--- src/rtl/awd_pkg.sv ---
// Package: shared constants and the per-window configuration type.
// Assumes 32-bit addresses decoded at 64 KB granularity.
package awd_pkg;
    localparam int ADDR_W    = 32;
    localparam int GRAN_LOG2 = 16;
    localparam int PAGE_W    = ADDR_W - GRAN_LOG2;
    localparam int ATTR_W    = 8;
    localparam int ATTR_LSB  = 8;
    localparam int MAX_WIN   = 8;
    localparam int ACC_LSB   = 16;
    localparam int ACC_RD    = 0;
    localparam int ACC_WR    = 1;
    localparam int OFS_CTRL  = 0;
    localparam int OFS_OVRD  = 1;
    localparam int OFS_WIN0  = 2;

    typedef struct packed {
        logic              en;
        logic [1:0]        acc;
        logic [PAGE_W-1:0] base;
        logic [PAGE_W-1:0] mask;
        logic [ATTR_W-1:0] attr;
    } win_cfg_t;
endpackage

--- src/rtl/awd_regfile.sv ---
// Module: register storage and read mux for the window decoder.
// Assumes word offsets: 0 control, 1 override, 2+2i base, 3+2i size.
// Bits without storage read as zero; unmapped offsets ignore writes.
module awd_regfile #(
    parameter int NUM_WIN = 8,
    parameter int REG_AW  = 5
) (
    input  logic                  clk,
    input  logic                  rst_n,
    input  logic                  reg_we,
    input  logic [REG_AW-1:0]     reg_addr,
    input  logic [31:0]           reg_wdata,
    output logic [31:0]           reg_rdata,
    output awd_pkg::win_cfg_t     cfg [NUM_WIN]
);
    import awd_pkg::*;

    logic [31:0] ovrd_q;

    // Override word: stored and read back only.
    always_ff @(posedge clk) begin
        if (!rst_n)
            ovrd_q <= '0;
        else if (reg_we && reg_addr == REG_AW'(OFS_OVRD))
            ovrd_q <= reg_wdata;
    end

    for (genvar i = 0; i < NUM_WIN; i++) begin : g_win
        localparam int BASE_OFS = OFS_WIN0 + 2 * i;
        localparam int SIZE_OFS = OFS_WIN0 + 2 * i + 1;

        // Enable and permission bits of window i, from the control word.
        always_ff @(posedge clk) begin
            if (!rst_n) begin
                cfg[i].en  <= 1'b0;
                cfg[i].acc <= 2'b00;
            end else if (reg_we && reg_addr == REG_AW'(OFS_CTRL)) begin
                cfg[i].en  <= reg_wdata[i];
                cfg[i].acc <= reg_wdata[ACC_LSB + 2*i +: 2];
            end
        end

        // Base page and attribute byte of window i.
        always_ff @(posedge clk) begin
            if (!rst_n) begin
                cfg[i].base <= '0;
                cfg[i].attr <= '0;
            end else if (reg_we && reg_addr == REG_AW'(BASE_OFS)) begin
                cfg[i].base <= reg_wdata[ADDR_W-1:GRAN_LOG2];
                cfg[i].attr <= reg_wdata[ATTR_LSB +: ATTR_W];
            end
        end

        // Size mask of window i, in 64 KB units.
        always_ff @(posedge clk) begin
            if (!rst_n)
                cfg[i].mask <= '0;
            else if (reg_we && reg_addr == REG_AW'(SIZE_OFS))
                cfg[i].mask <= reg_wdata[ADDR_W-1:GRAN_LOG2];
        end
    end

    // Read mux: rebuild each register image from stored fields.
    always_comb begin
        reg_rdata = '0;
        if (reg_addr == REG_AW'(OFS_CTRL)) begin
            for (int i = 0; i < NUM_WIN; i++) begin
                reg_rdata[i]                 = cfg[i].en;
                reg_rdata[ACC_LSB + 2*i +: 2] = cfg[i].acc;
            end
        end else if (reg_addr == REG_AW'(OFS_OVRD)) begin
            reg_rdata = ovrd_q;
        end else begin
            for (int i = 0; i < NUM_WIN; i++) begin
                if (reg_addr == REG_AW'(OFS_WIN0 + 2*i))
                    reg_rdata = {cfg[i].base, cfg[i].attr, 8'h00};
                else if (reg_addr == REG_AW'(OFS_WIN0 + 2*i + 1))
                    reg_rdata = {cfg[i].mask, 16'h0000};
            end
        end
    end
endmodule

--- src/rtl/awd_match.sv ---
// Module: per-window address comparators.
// Assumes the mask has ones for the page bits inside the window.
// Produces one match bit per enabled window.
module awd_match #(
    parameter int NUM_WIN = 8
) (
    input  awd_pkg::win_cfg_t               cfg [NUM_WIN],
    input  logic [awd_pkg::PAGE_W-1:0]      page,
    output logic [NUM_WIN-1:0]              match
);
    for (genvar i = 0; i < NUM_WIN; i++) begin : g_cmp
        // Masked compare of the address page against window i's base.
        always_comb begin
            match[i] = cfg[i].en &&
                       ((page & ~cfg[i].mask) == (cfg[i].base & ~cfg[i].mask));
        end
    end
endmodule

--- src/rtl/awd_prio.sv ---
// Module: fixed-priority encoder, with the lowest index winning.
// Assumes nothing about how many request bits are set.
module awd_prio #(
    parameter int NUM_WIN = 8,
    parameter int IDX_W   = 3
) (
    input  logic [NUM_WIN-1:0] req,
    output logic               any,
    output logic [IDX_W-1:0]   idx
);
    // Scan from the top down so that the lowest set bit is written last.
    always_comb begin
        any = |req;
        idx = '0;
        for (int i = NUM_WIN - 1; i >= 0; i--) begin
            if (req[i])
                idx = IDX_W'(i);
        end
    end
endmodule

--- src/rtl/awd_decoder.sv ---
// Module: top of the address window decoder.
// Classifies each lookup as hit, miss or protection violation one
// cycle later. Assumes NUM_WIN <= 8, because the control word holds
// 8 enables and 8 permission fields.
module awd_decoder #(
    parameter int NUM_WIN = 8,
    parameter int REG_AW  = $clog2(2 + 2 * NUM_WIN),
    parameter int IDX_W   = $clog2(NUM_WIN)
) (
    input  logic              clk,
    input  logic              rst_n,
    input  logic              reg_we,
    input  logic [REG_AW-1:0] reg_addr,
    input  logic [31:0]       reg_wdata,
    output logic [31:0]       reg_rdata,
    input  logic              lk_valid,
    input  logic [31:0]       lk_addr,
    input  logic              lk_write,
    output logic              rsp_valid,
    output logic              rsp_hit,
    output logic              rsp_miss,
    output logic              rsp_prot_err,
    output logic [IDX_W-1:0]  rsp_win,
    output logic [7:0]        rsp_attr
);
    import awd_pkg::*;

    win_cfg_t           cfg [NUM_WIN];
    logic [NUM_WIN-1:0] match;
    logic               any_match;
    logic [IDX_W-1:0]   sel_idx;
    win_cfg_t           sel_cfg;
    logic               allowed;

    awd_regfile #(.NUM_WIN(NUM_WIN), .REG_AW(REG_AW)) u_regs (
        .clk       (clk),
        .rst_n     (rst_n),
        .reg_we    (reg_we),
        .reg_addr  (reg_addr),
        .reg_wdata (reg_wdata),
        .reg_rdata (reg_rdata),
        .cfg       (cfg)
    );

    awd_match #(.NUM_WIN(NUM_WIN)) u_match (
        .cfg   (cfg),
        .page  (lk_addr[ADDR_W-1:GRAN_LOG2]),
        .match (match)
    );

    awd_prio #(.NUM_WIN(NUM_WIN), .IDX_W(IDX_W)) u_prio (
        .req (match),
        .any (any_match),
        .idx (sel_idx)
    );

    // Pick the selected window and test the permission the access needs.
    always_comb begin
        sel_cfg = cfg[0];
        for (int i = 0; i < NUM_WIN; i++) begin
            if (sel_idx == IDX_W'(i))
                sel_cfg = cfg[i];
        end
        allowed = lk_write ? sel_cfg.acc[ACC_WR] : sel_cfg.acc[ACC_RD];
    end

    // Response register: one outcome per lookup, cleared when idle.
    always_ff @(posedge clk) begin
        if (!rst_n) begin
            rsp_valid    <= 1'b0;
            rsp_hit      <= 1'b0;
            rsp_miss     <= 1'b0;
            rsp_prot_err <= 1'b0;
            rsp_win      <= '0;
            rsp_attr     <= '0;
        end else begin
            rsp_valid    <= lk_valid;
            rsp_hit      <= lk_valid &&  any_match &&  allowed;
            rsp_prot_err <= lk_valid &&  any_match && !allowed;
            rsp_miss     <= lk_valid && !any_match;
            rsp_win      <= (lk_valid && any_match) ? sel_idx : '0;
            rsp_attr     <= (lk_valid && any_match) ? sel_cfg.attr : '0;
        end
    end
endmodule

--- config.mk ---
export PLATFORM = sky130hd
export DESIGN_NAME = awd_decoder
export DESIGN_NICKNAME = d
export VERILOG_FILES = /design/src/rtl/awd_pkg.sv /design/src/rtl/awd_regfile.sv /design/src/rtl/awd_match.sv /design/src/rtl/awd_prio.sv /design/src/rtl/awd_decoder.sv
export SDC_FILE = /design/constraint.sdc
export NUM_CORES = 1
export LEC_CHECK = 0
export CAP_MARGIN = 10
export CORE_MARGIN = 2
export CORE_UTILIZATION = 50
export DETAILED_ROUTE_END_ITERATION = 10
export DONT_BUFFER_PORTS = 1
export PLACE_DENSITY = 0.71
export RECOVER_POWER = 100
export SLEW_MARGIN = 30
export SYNTH_ARGS = -nofsm -noshare
export SYNTH_HDL_FRONTEND = slang
export SYNTH_SLANG_ARGS = --single-unit
--- constraint.sdc ---
create_clock -name clk -period 6.2 [get_ports clk]
set_input_delay 1.55 -clock clk [delete_from_list [all_inputs] [get_ports clk]]
set_output_delay 1.55 -clock clk [all_outputs]
set_load 0.05 [all_outputs]
# ---- After elaboration in Yosys (flattened, before gate mapping)
# Index checks and enable logic that the tools add are counted.
# Widths: inputs -> output; s select.
dict set report word_totals {
  output_inout_bits 47
  word_cells 174
  register_bits 391
}
dict set report op_classes {
  mux 36
  n_reduce_logical 35
  bitwise_logic 24
  n_eq_ne 32
}
# operator count
set op_table {}
lappend op_table {{$mux 32} 17}
lappend op_table {{$mux 42} 7}
lappend op_table {{$and 16x16->16} 16}
lappend op_table {{$eq 16x16->1} 8}
lappend op_table {{$not 16->16} 8}
lappend op_table {{$eq 5x4->1 const B} 8}
lappend op_table {{$logic_and 1x1->1} 30}
lappend op_table {{$mux 3} 8}
lappend op_table {{$eq 5x3->1 const B} 4}
lappend op_table {{$mux 16} 1}
lappend op_table {{$mux 8} 2}
lappend op_table {{$eq 3x3->1 const B} 4}
lappend op_table {{$eq 5x2->1 const B} 2}
lappend op_table {{$eq 5x5->1 const B} 2}
lappend op_table {{$reduce_or 8->1} 1}
lappend op_table {{$eq 3x2->1 const B} 2}
lappend op_table {{$eq 5x1->1 const B} 1}
lappend op_table {{$logic_not 5->1} 1}
lappend op_table {{$eq 3x1->1 const B} 1}
lappend op_table {{$logic_not 1->1} 2}
lappend op_table {{$reduce_and 2->1} 1}
lappend op_table {{$mux 1} 1}

# ---- Depth between registers and ports, before layout
dict set report logic_depth {
  ltp_word 23
  ltp_mapped 12
  ltp_nobuf 9
}

# ---- Cells and area by module
# From an unflattened synthesis, not the netlist that was laid out.
dict set report hier_totals {
  hier_cells 2660
  hier_area_um2 20687.3
}
# mod instances cells_per_inst area_each_um2
set modules_own_cells {}
lappend modules_own_cells {awd_regfile 1 2247 17510.5}
lappend modules_own_cells {awd_match 1 250 1880.6}
lappend modules_own_cells {awd_decoder 1 150 1214.9}
lappend modules_own_cells {awd_prio 1 13 81.3}

# ---- Least setup slack after synthesis
# OpenSTA, ideal clock, no wires.
dict set report synth_timing {
  path_type {in2out}
  from {input reg_addr[4]}
  to {output reg_rdata[17]}
  slack_ns 0.013
  required_time_ns 4.650
  arrival_time_ns 4.637
  path_stages 10
  path_cell_list {clkbuf_1 nor4b_1 clkbuf_1 a22oi_1 o21ai_0 o21ai_0 a21oi_1 a221oi_1 o211ai_1 a21boi_0}
}
dict set report synth_via {
  elab_chain_cells 19
  word_cells_on_any_way 36
}
# item line_no
set synth_rtl {}
lappend synth_rtl {{from (decl)} awd_decoder.sv:13} ;# input logic [REG_AW-1:0] reg_addr,
lappend synth_rtl {{$eq 5x2->1} awd_regfile.sv:77} ;# else if (reg_addr == REG_AW'(OFS_WIN0 + 2*i + 1))
lappend synth_rtl {{$mux 32} awd_regfile.sv:77}
lappend synth_rtl {{$mux 32} awd_regfile.sv:75} ;# if (reg_addr == REG_AW'(OFS_WIN0 + 2*i))
lappend synth_rtl {{$mux 32} awd_regfile.sv:77}
lappend synth_rtl {{$mux 32} awd_regfile.sv:75}
lappend synth_rtl {{$mux 32} awd_regfile.sv:77}
lappend synth_rtl {{$mux 32} awd_regfile.sv:75}
lappend synth_rtl {{$mux 32} awd_regfile.sv:77}
lappend synth_rtl {{(+3 left out)} --}
lappend synth_rtl {{$mux 32} awd_regfile.sv:77}
lappend synth_rtl {{$mux 32} awd_regfile.sv:75}
lappend synth_rtl {{$mux 32} awd_regfile.sv:77}
lappend synth_rtl {{$mux 32} awd_regfile.sv:75}
lappend synth_rtl {{$mux 32} awd_regfile.sv:77}
lappend synth_rtl {{$mux 32} awd_regfile.sv:75}
lappend synth_rtl {{$mux 32} awd_regfile.sv:71} ;# end else if (reg_addr == REG_AW'(OFS_OVRD)) begin
lappend synth_rtl {{$mux 16 *} awd_regfile.sv:66} ;# if (reg_addr == REG_AW'(OFS_CTRL)) begin
lappend synth_rtl {{to (decl)} awd_decoder.sv:15} ;# output logic [31:0] reg_rdata,
# Every way passes the cells marked *; elsewhere a longest branch is shown, timed or not.

# ---- Final worst setup path
dict set report layout_timing {
  from {input reg_addr[4]}
  to {output reg_rdata[26]}
}
# The elaborated chain is that of the path after synthesis.

==> run_results.csv <==
group,metric,value,unit
status,violations,"capacitance limit, slew limit",
final_layout,drive_gt1_frac,0.0605,
floorplan,die_y,204,um
yosys,ys.flop_type,"dfxtp_1",
pwr,total_power,5420,uW
pwr,ir_drop,0.199,mV
sta,finalSetupViolations,0,
sta,fin_skew,19.7,ps
global_routing,met2_usage,0.543,
worst_setup_path,path_class,"in -> out",
yosys,yosysWarnings,0,
global_routing,grt_pass1_vias,17800,
yosys,synth.net_count,2653,
placed_design,dp_hpwl,51600,um
pwr,combinationalPowerShare,0.055,
drt,drtIter0Drc,2729,
yosys,avgSynthCellArea,7.74,sq um
clock_network,htreeDepth,2,
global_routing,gr-usage-met1,0.496,
yosys,yosys.area.top_type,"dfxtp_1",
worst_setup_path,cp-end-kind,"output pin",
worst_hold_path,holdCritPathClass,"reg -> reg",
sta,slew_viol_final,31,
clock_network,clkTransAtPathRegs,60,ps
global_routing,antenna_found_initial,3,
final_layout,seq_area,0.00783,sq mm
sta,min_period,6040,ps
worst_setup_path,critPathLaunchType,"primary input",
sta,finalHoldViolCount,0,
flow_run,drv_cap,1,
yosys,ys_types,66,
final_layout,nNetsFinal,2539,
sta,timing.final.crit_share,0.974,
pwr,leakagePower,0.00685,uW
final_layout,final_area,0.0216,sq mm
global_routing,grt_max_degree,378,
final_layout,n_fill_cell,3694,
floorplan,num_rows,73,
final_layout,multiInputGateArea,0.0111,sq mm
clock_network,postCtsSetupBuffers,0,
final_layout,layout_commonest_cell,"nand2_1",
global_routing,grt_use_total,0.365,
sta,rsz0062_at_grt,"no",
pwr,p_clk_frac,0.475,
yosys,synth-edff-count,0,
yosys,synth_top_area_frac,0.392,
clock_network,clk_latency,590,ps
yosys,netlist_area,0.0200,sq mm
clock_network,root_buffer,"clkbuf_16",
clock_network,hold_buffers,0,
worst_setup_path,required,4650,ps
yosys,synthCells,2579,
clock_network,ctsResizeCount,0,
drt,drt_pass1_iterations,6,
placed_design,place_congestion,0.989,
drt,num_vias,19100,
global_routing,grt-busiest-layer,"met2",
placed_design,portBuffers,0,
drt,drc,0,
pwr,internal-power,4160,uW
clock_network,tritoncts,"done",
worst_setup_path,cp_max_fo,12,
clock_network,numCtsBuffers,42,
global_routing,met3_usage,0.0891,
drt,wl,77200,um
yosys,yosysSeqAreaShare,0.392,
drt,ant_nets,0,
floorplan,io_pins,121,
pwr,power.density,252,mW/mm^2
drt,viasPerCell,6.31,
sta,worstMarginPinSlew,1700,ps
floorplan,core_region_area,0.0395,sq mm
global_routing,grt_first_pass_wirelength,114000,um
pwr,power.switching,1260,uW
worst_setup_path,worstPathArrival,4490,ps
global_routing,grt_overflow,0,
sta,clock.fmax,166,MHz
sta,slew_headroom,-0.136,
placed_design,postPlaceCellArea,0.0203,sq mm
floorplan,fp.dieW,204,um
final_layout,mostFrequentLayoutCells,"nand2_1, dfxtp_1, a21boi_0",
clock_network,clockBufferDepth,3,
yosys,ys_ff_latch,391,
final_layout,area_growth,7.92,%
sta,setup_tns,0,ps
pwr,seqPwrFrac,0.470,
status,status,"complete, but fails checks",
yosys,async_reset_ff_frac,0,
yosys,synth.area.top_cells,"dfxtp_1, nand2_1, a21boi_0, xnor2_1, clkbuf_1",
drt,wire_per_inst,25.5,um
clock_network,cts.sinks,391,
floorplan,die-area,0.0416,sq mm
floorplan,start_util,0.505,
pwr,swShare,0.233,
==> synthesized netlist by cell type (all sizes together) (3+ instances only) <==
master,n
nand4,6
inv,15
nand3,25
or3,6
nor2,73
nor3b,3
a2bb2oi,3
nor4b,4
a21oi,59
a31oi,6
and3,16
nor4,8
a2111oi,7
xor2,3
a21boi,390
mux2,12
xnor2,125
a22o,10
or4b,3
o22ai,61
a221oi,36
a222oi,31
o211ai,9
nand2b,6
o21a,6
nand2,837
or2,8
a211oi,12
nor3,13
clkbuf,209
buf,23
dfxtp,391
o21ai,74
mux2i,36
a22oi,18
==> cell type report <==
type                    instances  area share
diodes                          1    0.000116
clock buffers                  65      0.0593
clock inverters                 9     0.00470
inverters                      15     0.00261
multi-input cells            1941       0.517
flip-flops and latches        391       0.363
well taps                     525      0.0305
repair buffers                 74      0.0225
==> per-layer routing <==
| metal | wire length (um) | vias to the layer above |
|---|---|---|
| li1 | - | 8583 |
| met1 | 30600 | 9111 |
| met2 | 33200 | 1159 |
| met3 | 9740 | 217 |
| met4 | 3610 | 4 |
| met5 | 24 | - |
==> worst max-delay path: stages <==
cell	delay, ps
or4b_2	800
nor2_1	140
buf_4	200
a22oi_1	80
o21ai_0	100
o21ai_0	130
a21oi_1	310
a221oi_1	170
o211ai_1	290
a21boi_0	440
buf_4	280
==> through the flow <==
stage / worst slack (ps) / instances / hold slack [ps] / utilization
3_5_place_dp: 395 / 2946 / 457 / 0.514
3_3_place_gp: 414 / 2946 / 449 / 0.514
4_1_cts: 389 / 3020 / 465 / 0.549
2_1_floorplan: 13.4 / 2579 / 443 / -
6_report: 158 / 3021 / 463 / 0.545
5_1_grt: 140 / 3020 / 477 / 0.545
==> path summary, 6_finish.rpt <==
path,end,cells past startpoint,startpoint,slack [ps]
worst max register to register,rsp_attr[0]$_SDFF_PN0_,9,u_regs.cfg[300]$_SDFFE_PN0P_,1820
worst min-delay path,u_regs.ovrd_q[0]$_SDFFE_PN0P_,2,u_regs.ovrd_q[0]$_SDFFE_PN0P_,460
worst max-delay path,reg_rdata[26],11,reg_addr[4],160
worst min register to register,u_regs.ovrd_q[0]$_SDFFE_PN0P_,2,u_regs.ovrd_q[0]$_SDFFE_PN0P_,460
==> state kept, by name, summed over array words and instances (netlist names) <==
register       flops
rsp_valid          1
rsp_miss           1
rsp_prot_err       1
rsp_hit            1
u_regs.ovrd_q     32
u_regs.cfg       344
rsp_attr           8
rsp_win            3
==> power by group through the flow <==
stage	logic, uW	registers [uW]	clock network (uW)
global route	310	2550	2680
CTS	292	2550	2580
detailed placement	292	2610	0
floorplan	301	2600	0
global placement	289	2610	0
finish	297	2550	2570
==> cell families after synthesis <==
group,Yosys count,share of synthesized area
buffers and inverters,247,0.0501
DFF,391,0.392
AOI/OAI and AO/OA,744,0.269
muxes,49,0.0259
and+or+nand+nor,1020,0.206
xor gates and xnor gates,128,0.0573
Note: power is estimated with default switching activity, not from simulation.
